$ cat config.mk
export PLATFORM = sky130hd
export DESIGN_NAME = mesi_snoop_ctrl
export DESIGN_NICKNAME = d
export VERILOG_FILES = /design/src/rtl/mesi_pkg.sv /design/src/rtl/mesi_line_store.sv /design/src/rtl/mesi_snoop_eval.sv /design/src/rtl/mesi_ctrl_fsm.sv /design/src/rtl/mesi_snoop_ctrl.sv
export SDC_FILE = /design/constraint.sdc
export NUM_CORES = 1
export LEC_CHECK = 0
export BUFFER_PORTS_ARGS = -buffer_cell sky130_fd_sc_hd__buf_2
export CAP_MARGIN = 20
export CORE_MARGIN = 4
export CORE_UTILIZATION = 67
export CTS_BUF_LIST = sky130_fd_sc_hd__clkbuf_4 sky130_fd_sc_hd__clkbuf_8
export CTS_CLUSTER_DIAMETER = 200
export DETAILED_ROUTE_END_ITERATION = 8
export GPL_TIMING_DRIVEN = 0
export PLACE_DENSITY = 0.89
export SLEW_MARGIN = 40
export SYNTH_ARGS = -nofsm -noshare
export SYNTH_HDL_FRONTEND = slang
export SYNTH_SLANG_ARGS = --single-unit
$ cat constraint.sdc
create_clock -name clk -period 6.25 [get_ports clk]
set_input_delay 0.625 -clock clk [delete_from_list [all_inputs] [get_ports clk]]
set_output_delay 0.625 -clock clk [all_outputs]
set_load 0.02 [all_outputs]
$ cat src/rtl/mesi_pkg.sv
package mesi_pkg;

  typedef enum logic [1:0] {
    LS_INV = 2'b00,
    LS_SHD = 2'b01,
    LS_EXC = 2'b10,
    LS_MOD = 2'b11
  } line_st_e;

  typedef enum logic [1:0] {
    BUS_RDS = 2'b00,
    BUS_RDX = 2'b01,
    BUS_INV = 2'b10,
    BUS_WB  = 2'b11
  } bus_op_e;

  function automatic logic is_held(line_st_e s);
    return s != LS_INV;
  endfunction

  function automatic logic can_write(line_st_e s);
    return (s == LS_MOD) || (s == LS_EXC);
  endfunction

  function automatic logic is_read_op(bus_op_e o);
    return (o == BUS_RDS) || (o == BUS_RDX);
  endfunction

  // State after a peer transaction hits a held line (Modified is handled by defer)
  function automatic line_st_e snoop_next(line_st_e s, bus_op_e o);
    line_st_e r;
    r = s;
    case (o)
      BUS_RDS: if (s == LS_EXC) r = LS_SHD;
      BUS_RDX, BUS_INV: if ((s == LS_SHD) || (s == LS_EXC)) r = LS_INV;
      default: r = s;
    endcase
    return r;
  endfunction

  function automatic line_st_e fill_state(logic wr, logic peer_has);
    if (wr) return LS_MOD;
    return peer_has ? LS_SHD : LS_EXC;
  endfunction

endpackage

$ cat src/rtl/mesi_line_store.sv
module mesi_line_store import mesi_pkg::*; #(
  parameter int IDX_W = 2,
  parameter int TAG_W = 6,
  localparam int NLINES = 1 << IDX_W
) (
  input  logic                  clk,
  input  logic                  rst_n,
  input  logic                  a_we,
  input  logic [IDX_W-1:0]      a_idx,
  input  logic                  a_tag_we,
  input  logic [TAG_W-1:0]      a_tag,
  input  line_st_e              a_st,
  input  logic                  s_we,
  input  logic [IDX_W-1:0]      s_idx,
  input  line_st_e              s_st,
  input  logic [IDX_W-1:0]      rd0_idx,
  output line_st_e              rd0_st,
  output logic [TAG_W-1:0]      rd0_tag,
  input  logic [IDX_W-1:0]      rd1_idx,
  output line_st_e              rd1_st,
  output logic [TAG_W-1:0]      rd1_tag,
  output logic [2*NLINES-1:0]   st_flat
);

  line_st_e           st_q  [NLINES];
  logic [TAG_W-1:0]   tag_q [NLINES];

  for (genvar i = 0; i < NLINES; i++) begin : g_line
    always_ff @(posedge clk or negedge rst_n) begin
      if (!rst_n) begin
        st_q[i]  <= LS_INV;
        tag_q[i] <= '0;
      end else if (a_we && (a_idx == IDX_W'(i))) begin
        // controller updates win over snoop updates
        st_q[i] <= a_st;
        if (a_tag_we) tag_q[i] <= a_tag;
      end else if (s_we && (s_idx == IDX_W'(i))) begin
        st_q[i] <= s_st;
      end
    end
    assign st_flat[2*i +: 2] = st_q[i];
  end

  assign rd0_st  = st_q[rd0_idx];
  assign rd0_tag = tag_q[rd0_idx];
  assign rd1_st  = st_q[rd1_idx];
  assign rd1_tag = tag_q[rd1_idx];

endmodule

$ cat src/rtl/mesi_snoop_eval.sv
module mesi_snoop_eval import mesi_pkg::*; #(
  parameter int ADDR_W = 8,
  parameter int IDX_W  = 2,
  localparam int TAG_W = ADDR_W - IDX_W
) (
  input  logic              snoop_valid,
  input  bus_op_e           snoop_op,
  input  logic [ADDR_W-1:0] snoop_addr,
  input  line_st_e          line_st,
  input  logic [TAG_W-1:0]  line_tag,
  input  logic              fsm_idle,
  output logic              hold_hit,
  output logic              defer,
  output logic              wb_start,
  output logic              upd_we,
  output line_st_e          upd_st
);

  logic tag_eq;

  assign tag_eq   = line_tag == snoop_addr[ADDR_W-1:IDX_W];
  assign hold_hit = snoop_valid && tag_eq && is_held(line_st);
  assign defer    = hold_hit && is_read_op(snoop_op) && (line_st == LS_MOD);
  assign wb_start = defer && fsm_idle;
  assign upd_st   = snoop_next(line_st, snoop_op);
  assign upd_we   = hold_hit && (upd_st != line_st);

endmodule

$ cat src/rtl/mesi_ctrl_fsm.sv
module mesi_ctrl_fsm import mesi_pkg::*; #(
  parameter int ADDR_W = 8,
  parameter int IDX_W  = 2,
  localparam int TAG_W = ADDR_W - IDX_W
) (
  input  logic              clk,
  input  logic              rst_n,
  input  logic              cpu_valid,
  input  logic              cpu_write,
  input  logic [ADDR_W-1:0] cpu_addr,
  output logic              cpu_ready,
  output logic [IDX_W-1:0]  lk_idx,
  input  line_st_e          lk_st,
  input  logic [TAG_W-1:0]  lk_tag,
  input  logic              snoop_valid,
  input  logic              snoop_wb_start,
  input  logic [ADDR_W-1:0] snoop_addr,
  input  logic              bus_done,
  input  logic              bus_shared,
  output logic              bus_req_valid,
  output bus_op_e           bus_req_op,
  output logic [ADDR_W-1:0] bus_req_addr,
  output logic              fsm_idle,
  output logic              a_we,
  output logic [IDX_W-1:0]  a_idx,
  output logic              a_tag_we,
  output logic [TAG_W-1:0]  a_tag,
  output line_st_e          a_st
);

  typedef enum logic [2:0] {
    F_IDLE, F_VICWB, F_FILL, F_UPG, F_SNPWB
  } fsm_e;

  fsm_e              st_q, st_d;
  logic [ADDR_W-1:0] fill_addr_q, fill_addr_d;
  logic [ADDR_W-1:0] bus_addr_q, bus_addr_d;
  bus_op_e           op_q, op_d;
  logic              wr_q, wr_d;

  logic [IDX_W-1:0]  cpu_idx, fill_idx;
  logic [TAG_W-1:0]  cpu_tag, fill_tag;
  logic              line_hit;

  assign cpu_idx  = cpu_addr[IDX_W-1:0];
  assign cpu_tag  = cpu_addr[ADDR_W-1:IDX_W];
  assign fill_idx = fill_addr_q[IDX_W-1:0];
  assign fill_tag = fill_addr_q[ADDR_W-1:IDX_W];
  assign lk_idx   = (st_q == F_IDLE) ? cpu_idx : fill_idx;
  assign line_hit = is_held(lk_st) && (lk_tag == cpu_tag);

  always_comb begin
    st_d        = st_q;
    fill_addr_d = fill_addr_q;
    bus_addr_d  = bus_addr_q;
    op_d        = op_q;
    wr_d        = wr_q;
    cpu_ready   = 1'b0;
    a_we        = 1'b0;
    a_idx       = fill_idx;
    a_tag_we    = 1'b0;
    a_tag       = fill_tag;
    a_st        = LS_INV;
    case (st_q)
      F_IDLE: begin
        if (snoop_wb_start) begin
          st_d       = F_SNPWB;
          bus_addr_d = snoop_addr;
          op_d       = BUS_WB;
        end else if (cpu_valid && !snoop_valid) begin
          fill_addr_d = cpu_addr;
          wr_d        = cpu_write;
          if (line_hit && (!cpu_write || can_write(lk_st))) begin
            cpu_ready = 1'b1;
            if (cpu_write && (lk_st == LS_EXC)) begin
              a_we  = 1'b1;
              a_idx = cpu_idx;
              a_st  = LS_MOD;
            end
          end else if (line_hit) begin
            st_d       = F_UPG;
            bus_addr_d = cpu_addr;
            op_d       = BUS_INV;
          end else if (lk_st == LS_MOD) begin
            st_d       = F_VICWB;
            bus_addr_d = {lk_tag, cpu_idx};
            op_d       = BUS_WB;
          end else begin
            st_d       = F_FILL;
            bus_addr_d = cpu_addr;
            op_d       = cpu_write ? BUS_RDX : BUS_RDS;
          end
        end
      end
      F_VICWB: if (bus_done) begin
        a_we       = 1'b1;
        a_st       = LS_INV;
        st_d       = F_FILL;
        bus_addr_d = fill_addr_q;
        op_d       = wr_q ? BUS_RDX : BUS_RDS;
      end
      F_FILL: if (bus_done) begin
        a_we     = 1'b1;
        a_tag_we = 1'b1;
        a_st     = fill_state(wr_q, bus_shared);
        st_d     = F_IDLE;
      end
      F_UPG: if (bus_done) begin
        // ownership only if the copy survived the wait
        if ((lk_st == LS_SHD) && (lk_tag == fill_tag)) begin
          a_we = 1'b1;
          a_st = LS_MOD;
        end
        st_d = F_IDLE;
      end
      F_SNPWB: if (bus_done) begin
        a_we  = 1'b1;
        a_idx = bus_addr_q[IDX_W-1:0];
        a_st  = LS_SHD;
        st_d  = F_IDLE;
      end
      default: st_d = F_IDLE;
    endcase
  end

  always_ff @(posedge clk or negedge rst_n) begin
    if (!rst_n) begin
      st_q        <= F_IDLE;
      fill_addr_q <= '0;
      bus_addr_q  <= '0;
      op_q        <= BUS_RDS;
      wr_q        <= 1'b0;
    end else begin
      st_q        <= st_d;
      fill_addr_q <= fill_addr_d;
      bus_addr_q  <= bus_addr_d;
      op_q        <= op_d;
      wr_q        <= wr_d;
    end
  end

  assign bus_req_valid = st_q != F_IDLE;
  assign bus_req_op    = op_q;
  assign bus_req_addr  = bus_addr_q;
  assign fsm_idle      = st_q == F_IDLE;

endmodule

$ cat src/rtl/mesi_snoop_ctrl.sv
module mesi_snoop_ctrl import mesi_pkg::*; #(
  parameter int ADDR_W = 8,
  parameter int IDX_W  = 2
) (
  input  logic              clk,
  input  logic              rst_n,
  input  logic              cpu_valid,
  input  logic              cpu_write,
  input  logic [ADDR_W-1:0] cpu_addr,
  output logic              cpu_ready,
  output logic              bus_req_valid,
  output logic [1:0]        bus_req_op,
  output logic [ADDR_W-1:0] bus_req_addr,
  input  logic              bus_done,
  input  logic              bus_shared,
  input  logic              snoop_valid,
  input  logic [1:0]        snoop_op,
  input  logic [ADDR_W-1:0] snoop_addr,
  output logic              snoop_shared,
  output logic              snoop_defer
);

  localparam int TAG_W  = ADDR_W - IDX_W;
  localparam int NLINES = 1 << IDX_W;

  // named internal events, also observed by the bound checker
  logic [2*NLINES-1:0] line_st_flat;
  logic                fsm_idle;
  logic                snoop_wb_start;

  logic [IDX_W-1:0]    lk_idx;
  line_st_e            lk_st, sn_st, a_st, upd_st;
  logic [TAG_W-1:0]    lk_tag, sn_tag, a_tag;
  logic                a_we, a_tag_we, upd_we;
  logic [IDX_W-1:0]    a_idx;
  bus_op_e             req_op;

  mesi_line_store #(.IDX_W(IDX_W), .TAG_W(TAG_W)) u_store (
    .clk      (clk),
    .rst_n    (rst_n),
    .a_we     (a_we),
    .a_idx    (a_idx),
    .a_tag_we (a_tag_we),
    .a_tag    (a_tag),
    .a_st     (a_st),
    .s_we     (upd_we),
    .s_idx    (snoop_addr[IDX_W-1:0]),
    .s_st     (upd_st),
    .rd0_idx  (lk_idx),
    .rd0_st   (lk_st),
    .rd0_tag  (lk_tag),
    .rd1_idx  (snoop_addr[IDX_W-1:0]),
    .rd1_st   (sn_st),
    .rd1_tag  (sn_tag),
    .st_flat  (line_st_flat)
  );

  mesi_snoop_eval #(.ADDR_W(ADDR_W), .IDX_W(IDX_W)) u_snoop (
    .snoop_valid (snoop_valid),
    .snoop_op    (bus_op_e'(snoop_op)),
    .snoop_addr  (snoop_addr),
    .line_st     (sn_st),
    .line_tag    (sn_tag),
    .fsm_idle    (fsm_idle),
    .hold_hit    (snoop_shared),
    .defer       (snoop_defer),
    .wb_start    (snoop_wb_start),
    .upd_we      (upd_we),
    .upd_st      (upd_st)
  );

  mesi_ctrl_fsm #(.ADDR_W(ADDR_W), .IDX_W(IDX_W)) u_fsm (
    .clk            (clk),
    .rst_n          (rst_n),
    .cpu_valid      (cpu_valid),
    .cpu_write      (cpu_write),
    .cpu_addr       (cpu_addr),
    .cpu_ready      (cpu_ready),
    .lk_idx         (lk_idx),
    .lk_st          (lk_st),
    .lk_tag         (lk_tag),
    .snoop_valid    (snoop_valid),
    .snoop_wb_start (snoop_wb_start),
    .snoop_addr     (snoop_addr),
    .bus_done       (bus_done),
    .bus_shared     (bus_shared),
    .bus_req_valid  (bus_req_valid),
    .bus_req_op     (req_op),
    .bus_req_addr   (bus_req_addr),
    .fsm_idle       (fsm_idle),
    .a_we           (a_we),
    .a_idx          (a_idx),
    .a_tag_we       (a_tag_we),
    .a_tag          (a_tag),
    .a_st           (a_st)
  );

  assign bus_req_op = req_op;

endmodule

==> results of run 1 <==
-- flip-flops by register name, summed over array words and instances, names as in the netlist --
name                count
u_fsm.bus_req_op        2
u_fsm.wr_q              1
u_store.st_flat         8
u_fsm.st_q              3
u_fsm.bus_req_addr      8
u_fsm.fill_addr_q       8
u_store.tag_q          24
-- layout make-up --
| cell class | count | area (um2) | share of cell area |
|---|---|---|---|
| plain buffers | 20 | 160 | 0.0370 |
| clock buffers | 5 | 68.8 | 0.0159 |
| clock inverters | 2 | 13.8 | 0.00318 |
| well taps | 72 | 90.1 | 0.0208 |
| multi-input cells | 264 | 2400 | 0.554 |
| repair buffers | 37 | 188 | 0.0434 |
| inverters | 15 | 56.3 | 0.0130 |
| flip-flops and latches | 54 | 1350 | 0.312 |
-- layout by cell type (no fill, tap or decap), types with 2 or more instances in the layout --
| cell | synthesis | routed |
|---|---|---|
| dfrtp_1 | 54 | 54 |
| buf_2 | 3 | 39 |
| mux2_2 | 27 | 27 |
| o21ai_0 | 23 | 23 |
| nand2_1 | 23 | 23 |
| xnor2_1 | 20 | 20 |
| nor2_1 | 19 | 19 |
| mux4_2 | 18 | 18 |
| mux2i_1 | 18 | 18 |
| inv_1 | 15 | 15 |
| a21oi_1 | 12 | 12 |
| nand3_1 | 11 | 11 |
| clkbuf_8 | 5 | 10 |
| clkbuf_1 | 6 | 6 |
| a221oi_1 | 6 | 6 |
| nand3b_1 | 6 | 6 |
| nand4_1 | 6 | 6 |
| mux2_4 | 6 | 6 |
| buf_6 | 4 | 4 |
| o31ai_1 | 4 | 4 |
| nor3_1 | 4 | 4 |
| a31oi_1 | 4 | 4 |
| and2b_2 | 3 | 3 |
| mux4_1 | 3 | 3 |
| nor2b_1 | 3 | 3 |
| mux2i_2 | 3 | 3 |
| a32oi_1 | 3 | 3 |
| a22o_1 | 3 | 3 |
| ha_1 | 3 | 3 |
| nand4b_1 | 2 | 2 |
| nor4_1 | 2 | 2 |
| o21a_1 | 2 | 2 |
| a41oi_1 | 2 | 2 |
| a2111oi_0 | 2 | 2 |
-- power groups by stage --
stage               registers (mW)  logic [mW]  clock network [mW]
floorplan                    0.655       0.883                   0
global placement             0.648        1.11                   0
detailed placement           0.669        1.15                   0
CTS                          0.662        1.16               0.197
global route                 0.687        1.26               0.211
finish                       0.670        1.17               0.196
-- metrics by stage --
step	instance area [um2]	instances	util	worst slack, ns	hold slack, ns
global route	4330	469	0.772	2.12	0.389
detailed placement	4250	462	0.757	2.07	0.464
CTS	4330	469	0.772	2.39	0.367
finish	4330	469	0.772	2.23	0.329
floorplan	3970	353	-	2.81	0.329
global placement	4240	462	0.757	2.29	0.456
-- logic make-up (layout without fill, tap and decap cells) --
group / count (synthesis) / count (layout) / synth area share
flops: 54 / 54 / 0.341
mux: 76 / 76 / 0.284
fa+ha+maj: 3 / 3 / 0.00946
compound gates: 73 / 73 / 0.132
xor+xnor: 22 / 22 / 0.0533
buf+inv: 35 / 79 / 0.0546
simple gates: 90 / 90 / 0.127
-- worst min-delay path by stage --
| stage | from | to |
|---|---|---|
| after floorplan | rst_n | u_fsm.bus_req_addr[0]$_DFFE_PN0P_ |
| after global placement | u_fsm.bus_req_op[0]$_DFFE_PN0P_ | u_fsm.bus_req_op[0]$_DFFE_PN0P_ |
| after detailed placement | u_fsm.bus_req_op[0]$_DFFE_PN0P_ | u_fsm.bus_req_op[0]$_DFFE_PN0P_ |
| after CTS | rst_n | u_store.tag_q[15]$_DFFE_PN0P_ |
| after global routing | rst_n | u_store.tag_q[15]$_DFFE_PN0P_ |
| final | rst_n | u_fsm.bus_req_addr[5]$_DFFE_PN0P_ |
-- routing by layer --
layer	vias up	track usage	wire [um]
li1	1421	-	-
met1	1640	0.394	3950
met2	242	0.498	5040
met3	52	0.0447	1060
met4	0	0.135	389
met5	-	0	0
==> impl_metrics.py, run 1 <==
metrics = {
    "timing": {
        "tns_ns": 0,
        "slew_headroom": 0.447,
        "finalClockSkew_ns": 0.0117,
        "worstMarginPinSlew_ns": 0.822,
        "final.period_utilization": 0.643,
        "rsz0062_at_grt": "no",
        "max_freq_mhz": 249,
        "final_max_slew_viol_count": 0,
        "final-hold-violation-count": 0,
        "setup_viol_count_final": 0,
        "layout_min_cycle_time_ns": 4.02,
    },
    "pwr": {
        "seqPwrFrac": 0.329,
        "vdd_drop_max_mv": 0.271,
        "p_sw_mw": 0.879,
        "intPower_mw": 1.16,
        "power_density_nw_per_um2": 470,
        "clkPwrFrac": 0.096,
        "p_comb_frac": 0.575,
        "leakage_nw": 1.85,
        "power.total_mw": 2.04,
        "switching_share": 0.432,
    },
    "cts": {
        "cts_setup_buffers": 0,
        "cts-buffers-inserted": 5,
        "cts_htree_levels": 2,
        "ctsHoldBuffers": 0,
        "path_clk_slew_ns": 0.10,
        "cts_tree": "built",
        "cts_root_buffer": "clkbuf_8",
        "clockBufferDepth": 2,
        "cts.sink_count": 54,
        "cts_resized": 0,
        "clock_latency_ns": 0.32,
    },
    "logic_synthesis": {
        "syn-num-nets": 381,
        "async_flop_share": 1.00,
        "synth_warnings": 0,
        "syn_area_per_cell_um2": 11.2,
        "ys_seq_area_frac": 0.341,
        "synth_area_leader_cell": "dfrtp_1",
        "synth_flop_cell": "dfrtp_1",
        "synth_area_leaders": "dfrtp_1 (34%), mux4_2 (10%), mux2_2 (7.7%)",
        "synthCells": 353,
        "yosys.area.top_type_share": 0.341,
        "syn-cell-area_um2": 3970,
        "synth-seq-cells": 54,
        "synth_most_common_cell": "dfrtp_1",
        "synth-edff-count": 0,
        "ys_types": 62,
        "yosys-top-cells-count": "dfrtp_1 (54), mux2_2 (27), nand2_1 (23), o21ai_0 (23), xnor2_1 (20)",
    },
    "setup_path": {
        "cp_common_cell": "buf_2",
        "crit_chain": "buf_2, buf_1, mux4_2, xnor2_1, nand3_1, nor4_1, buf_2, mux2i_1, nor2_1, a21oi_1, o21ai_0",
        "crit_path_max_incr_delay_ns": 0.77,
        "crit_path_end_kind": "flip-flop",
        "endpoint": "u_fsm.bus_req_addr[1]$_DFFE_PN0P_",
        "reg2reg_from": "u_fsm.st_q[1]$_DFFE_PN0P_",
        "reg2reg_to": "u_store.tag_q[16]$_DFFE_PN0P_",
        "worstPathMaxFanout": 10,
        "r2r_slack_ns": 2.74,
        "arrival_ns": 4.19,
        "critical_path.top_delay_family": "buffers and inverters",
        "required_ns": 6.42,
        "critPathLaunchType": "input pin",
        "crit_path_top_delay_cell": "nor4_1",
        "reg2regPathDepth": 9,
        "crit_cells": 11,
        "crit_buf_inv": 3,
        "crit_type": "input pin to flip-flop",
        "worstSetupStartpoint": "snoop_addr[0]",
    },
    "global_routing": {
        "grt_max_degree": 55,
        "grt_pass1_wl_um": 17000,
        "grt.overflow.total": 0,
        "grt_antenna_before_repair": 0,
        "grt_pass1_vias": 3389,
        "track_usage": 0.301,
    },
    "routing": {
        "drtPass1Iterations": 5,
        "vias_per_cell": 7.15,
        "antenna_left": 0,
        "drt_first_iter_violations": 333,
        "drt-total-wl_um": 10400,
        "drc": 0,
        "wl_per_cell_um": 22.3,
        "vias": 3355,
    },
    "die": {
        "die-area_um2": 7220,
        "die-width_um": 85.0,
        "rows": 27,
        "core_um2": 5610,
        "fp.dieH_um": 85.0,
        "num_io_pins": 39,
        "initial_core_util": 0.707,
    },
    "placement": {
        "io_buffers": 37,
        "routabilityCongestion": 0.933,
        "dp_hpwl_um": 7790,
    },
    "run_status": {
        "status": "completed",
    },
    "min_path": {
        "hold_path_class": "input pin to asynchronous set/reset pin",
    },
    "cells_and_area": {
        "antenna_cells": 0,
        "syn_to_final_growth_pct": 9.08,
        "fill_cells": 375,
        "final_nets": 425,
        "drive_gt1_frac": 0.322,
    },
    "flow_run": {
        "cap_viol_max_count": 0,
    },
}
No activity file was read; power rests on OpenSTA's default activity.
==> inputs of run 2 (changes only) <==
Settings changed: CORE_UTILIZATION 67 to 62, PLACE_DENSITY 0.89 to 0.83.
Clock period 6.25 ns to 4.1 ns, I/O delays scaled along.
==> run 2 against run 1 <==
Effect of this change:
- sequential cell count did not move
- combinational power rose by 52%
- worst setup slack got worse by 1.7 ns
- global-route usage fell by 1.9 points
- highest routed layer unchanged
==> impl_metrics.py, run 2 (synthesis results as in run 1) <==
metrics = {
    "run_status": {
        "status": "completed",
    },
    "routing": {
        "drc": 0,
        "drtPass1Iterations": 5,
        "wl_per_cell_um": 22.2,
        "drt_first_iter_violations": 327,
        "vias": 3255,
        "vias_per_cell": 6.88,
        "antenna_left": 0,
        "drt-total-wl_um": 10500,
    },
    "placement": {
        "io_buffers": 37,
        "placedCellCount": 465,
        "dp_hpwl_um": 7600,
        "routabilityCongestion": 0.929,
        "dp_worst_setup_slack_ns": 0.244,
    },
    "cells_and_area": {
        "syn_to_final_growth_pct": 9.97,
        "final_nets": 425,
        "final_common_cell": "dfrtp_1",
        "largest_reg_flops": 24,
        "multi_input_area_um2": 2400,
        "register_area_um2": 1350,
        "antenna_cells": 0,
        "final_cells": 473,
        "fill_cells": 443,
        "drive_gt1_frac": 0.324,
        "final_cell_mix": "dfrtp_1 (54), buf_2 (39), mux2_2 (27), o21ai_0 (23), nand2_1 (23)",
        "top_register": "u_store.tag_q",
    },
    "die": {
        "die-area_um2": 7740,
        "initial_core_util": 0.655,
        "core_um2": 6060,
        "rows": 28,
        "fp.dieH_um": 88.0,
        "num_io_pins": 39,
        "die-width_um": 88.0,
    },
    "setup_path": {
        "crit_path_top_delay_cell": "nor4_1",
        "crit_path_end_kind": "flip-flop",
        "reg2reg_from": "u_fsm.st_q[1]$_DFFE_PN0P_",
        "r2r_slack_ns": 0.54,
        "worstPathMaxFanout": 10,
        "critical_path.top_delay_family": "simple AND/OR/NAND/NOR gates",
        "arrival_ns": 3.80,
        "crit_buf_inv": 2,
        "required_ns": 4.30,
        "crit_chain": "buf_2, buf_1, mux4_2, xnor2_1, nand4b_1, nor4_1, nor2_1, a22o_1, a211oi_1, a21oi_1",
        "crit_type": "input pin to flip-flop",
        "crit_path_max_incr_delay_ns": 0.66,
        "reg2regPathDepth": 9,
        "critPathLaunchType": "input pin",
        "reg2reg_to": "u_store.tag_q[17]$_DFFE_PN0P_",
    },
    "timing": {
        "final.setup.worst_slack_ns": 0.500,
        "rsz0062_at_grt": "no",
        "max_freq_mhz": 278,
        "final_max_slew_viol_count": 0,
        "layout_min_cycle_time_ns": 3.60,
        "final.period_utilization": 0.878,
        "tns_ns": 0,
        "slew_headroom": 0.440,
        "worstMarginPinSlew_ns": 0.834,
        "setup_viol_count_final": 0,
        "final-hold-violation-count": 0,
        "finalClockSkew_ns": 0.0116,
    },
    "min_path": {
        "hold_path_class": "input pin to asynchronous set/reset pin",
    },
    "pwr": {
        "power.total_mw": 3.17,
        "seqPwrFrac": 0.322,
        "p_sw_mw": 1.34,
        "switching_share": 0.422,
        "intPower_mw": 1.83,
        "clkPwrFrac": 0.118,
        "power_density_nw_per_um2": 727,
        "p_comb_frac": 0.560,
        "leakage_nw": 1.86,
        "vdd_drop_max_mv": 0.482,
    },
    "global_routing": {
        "grt.overflow.total": 0,
        "grt_pass1_wl_um": 16500,
        "grtUsageMet2": 0.477,
        "use_met1": 0.365,
        "grt_pass1_vias": 3145,
        "grt_max_degree": 55,
        "busiest_layer": "met2",
        "met3_usage": 0.0583,
        "grt_antenna_before_repair": 0,
        "track_usage": 0.283,
    },
    "cts": {
        "path_clk_slew_ns": 0.11,
        "cts_htree_levels": 2,
        "cts.sink_count": 54,
        "ctsHoldBuffers": 0,
        "clockBufferDepth": 2,
        "cts_tree": "built",
        "cts_setup_buffers": 0,
        "clock_latency_ns": 0.32,
        "cts-buffers-inserted": 5,
        "cts_root_buffer": "clkbuf_8",
        "cts_resized": 0,
    },
    "flow_run": {
        "cap_viol_max_count": 0,
    },
}
run 2: cell count changes in the layout (fill, tap and decap cells not counted), sizes merged:
| cell | previous run | this run |
|---|---|---|
| inv | 16 | 15 |
| clkinv | 1 | 0 |
| bufinv | 0 | 1 |
| clkbuf | 17 | 18 |
| clkinvlp | 0 | 1 |
run 2: worst max-delay path by stage:
| stage | startpoint | endpoint | slack, ns | depth (start not counted) |
|---|---|---|---|---|
| finish | snoop_addr[0] | u_fsm.bus_req_addr[7]$_DFFE_PN0P_ | 0.50 | 10 |
| global route | snoop_addr[0] | u_fsm.bus_req_addr[1]$_DFFE_PN0P_ | 0.22 | 11 |
| CTS | snoop_addr[0] | u_fsm.bus_req_addr[7]$_DFFE_PN0P_ | 0.57 | 10 |
| detailed placement | snoop_addr[0] | u_fsm.bus_req_addr[7]$_DFFE_PN0P_ | 0.24 | 10 |
| global placement | snoop_addr[0] | u_fsm.bus_req_addr[0]$_DFFE_PN0P_ | 0.34 | 11 |
| floorplan | snoop_addr[0] | u_fsm.bus_req_op[0]$_DFFE_PN0P_ | 0.87 | 10 |
run 2: area by class of cell:
cell class,instances,area share
clock buffer,6,0.0175
multi-input combinational,264,0.550
timing repair buffer,37,0.0430
sequential,54,0.310
tap,75,0.0215
clock inverter,2,0.00860
buffer,20,0.0367
inverter,15,0.0129
run 2: worst register-to-register path: stages (launching register included):
cell	delay, ns
dfrtp_1	0.43
nor3_2	0.55
inv_1	0.30
mux2i_2	0.37
xnor2_1	0.22
nor2_4	0.08
and3_4	0.20
o211ai_4	0.30
nor3b_4	0.65
mux2_4	0.35
run 2: routing by layer:
| metal | wire length (um) | up-vias | share of wire |
|---|---|---|---|
| li1 | - | 1418 | - |
| met1 | 4210 | 1613 | 0.40 |
| met2 | 5150 | 184 | 0.49 |
| met3 | 804 | 40 | 0.077 |
| met4 | 324 | 0 | 0.031 |
| met5 | 0 | - | 0 |
run 2: power groups by stage:
stage               sequential (mW)  clock, mW  combinational (mW)
floorplan                     0.999          0                1.35
global placement              0.989          0                1.70
detailed placement             1.01          0                1.75
CTS                            1.01      0.377                1.76
global route                   1.05      0.394                1.90
finish                         1.02      0.375                1.78
run 2: per-stage QoR:
stage / instance area [um2] / utilization / hold slack, ns
after detailed placement: 4250 / 0.701 / 0.468
after CTS: 4360 / 0.720 / 0.159
after floorplan: 3970 / - / 0.114
final: 4360 / 0.720 / 0.116
after global routing: 4360 / 0.720 / 0.174
after global placement: 4250 / 0.701 / 0.457
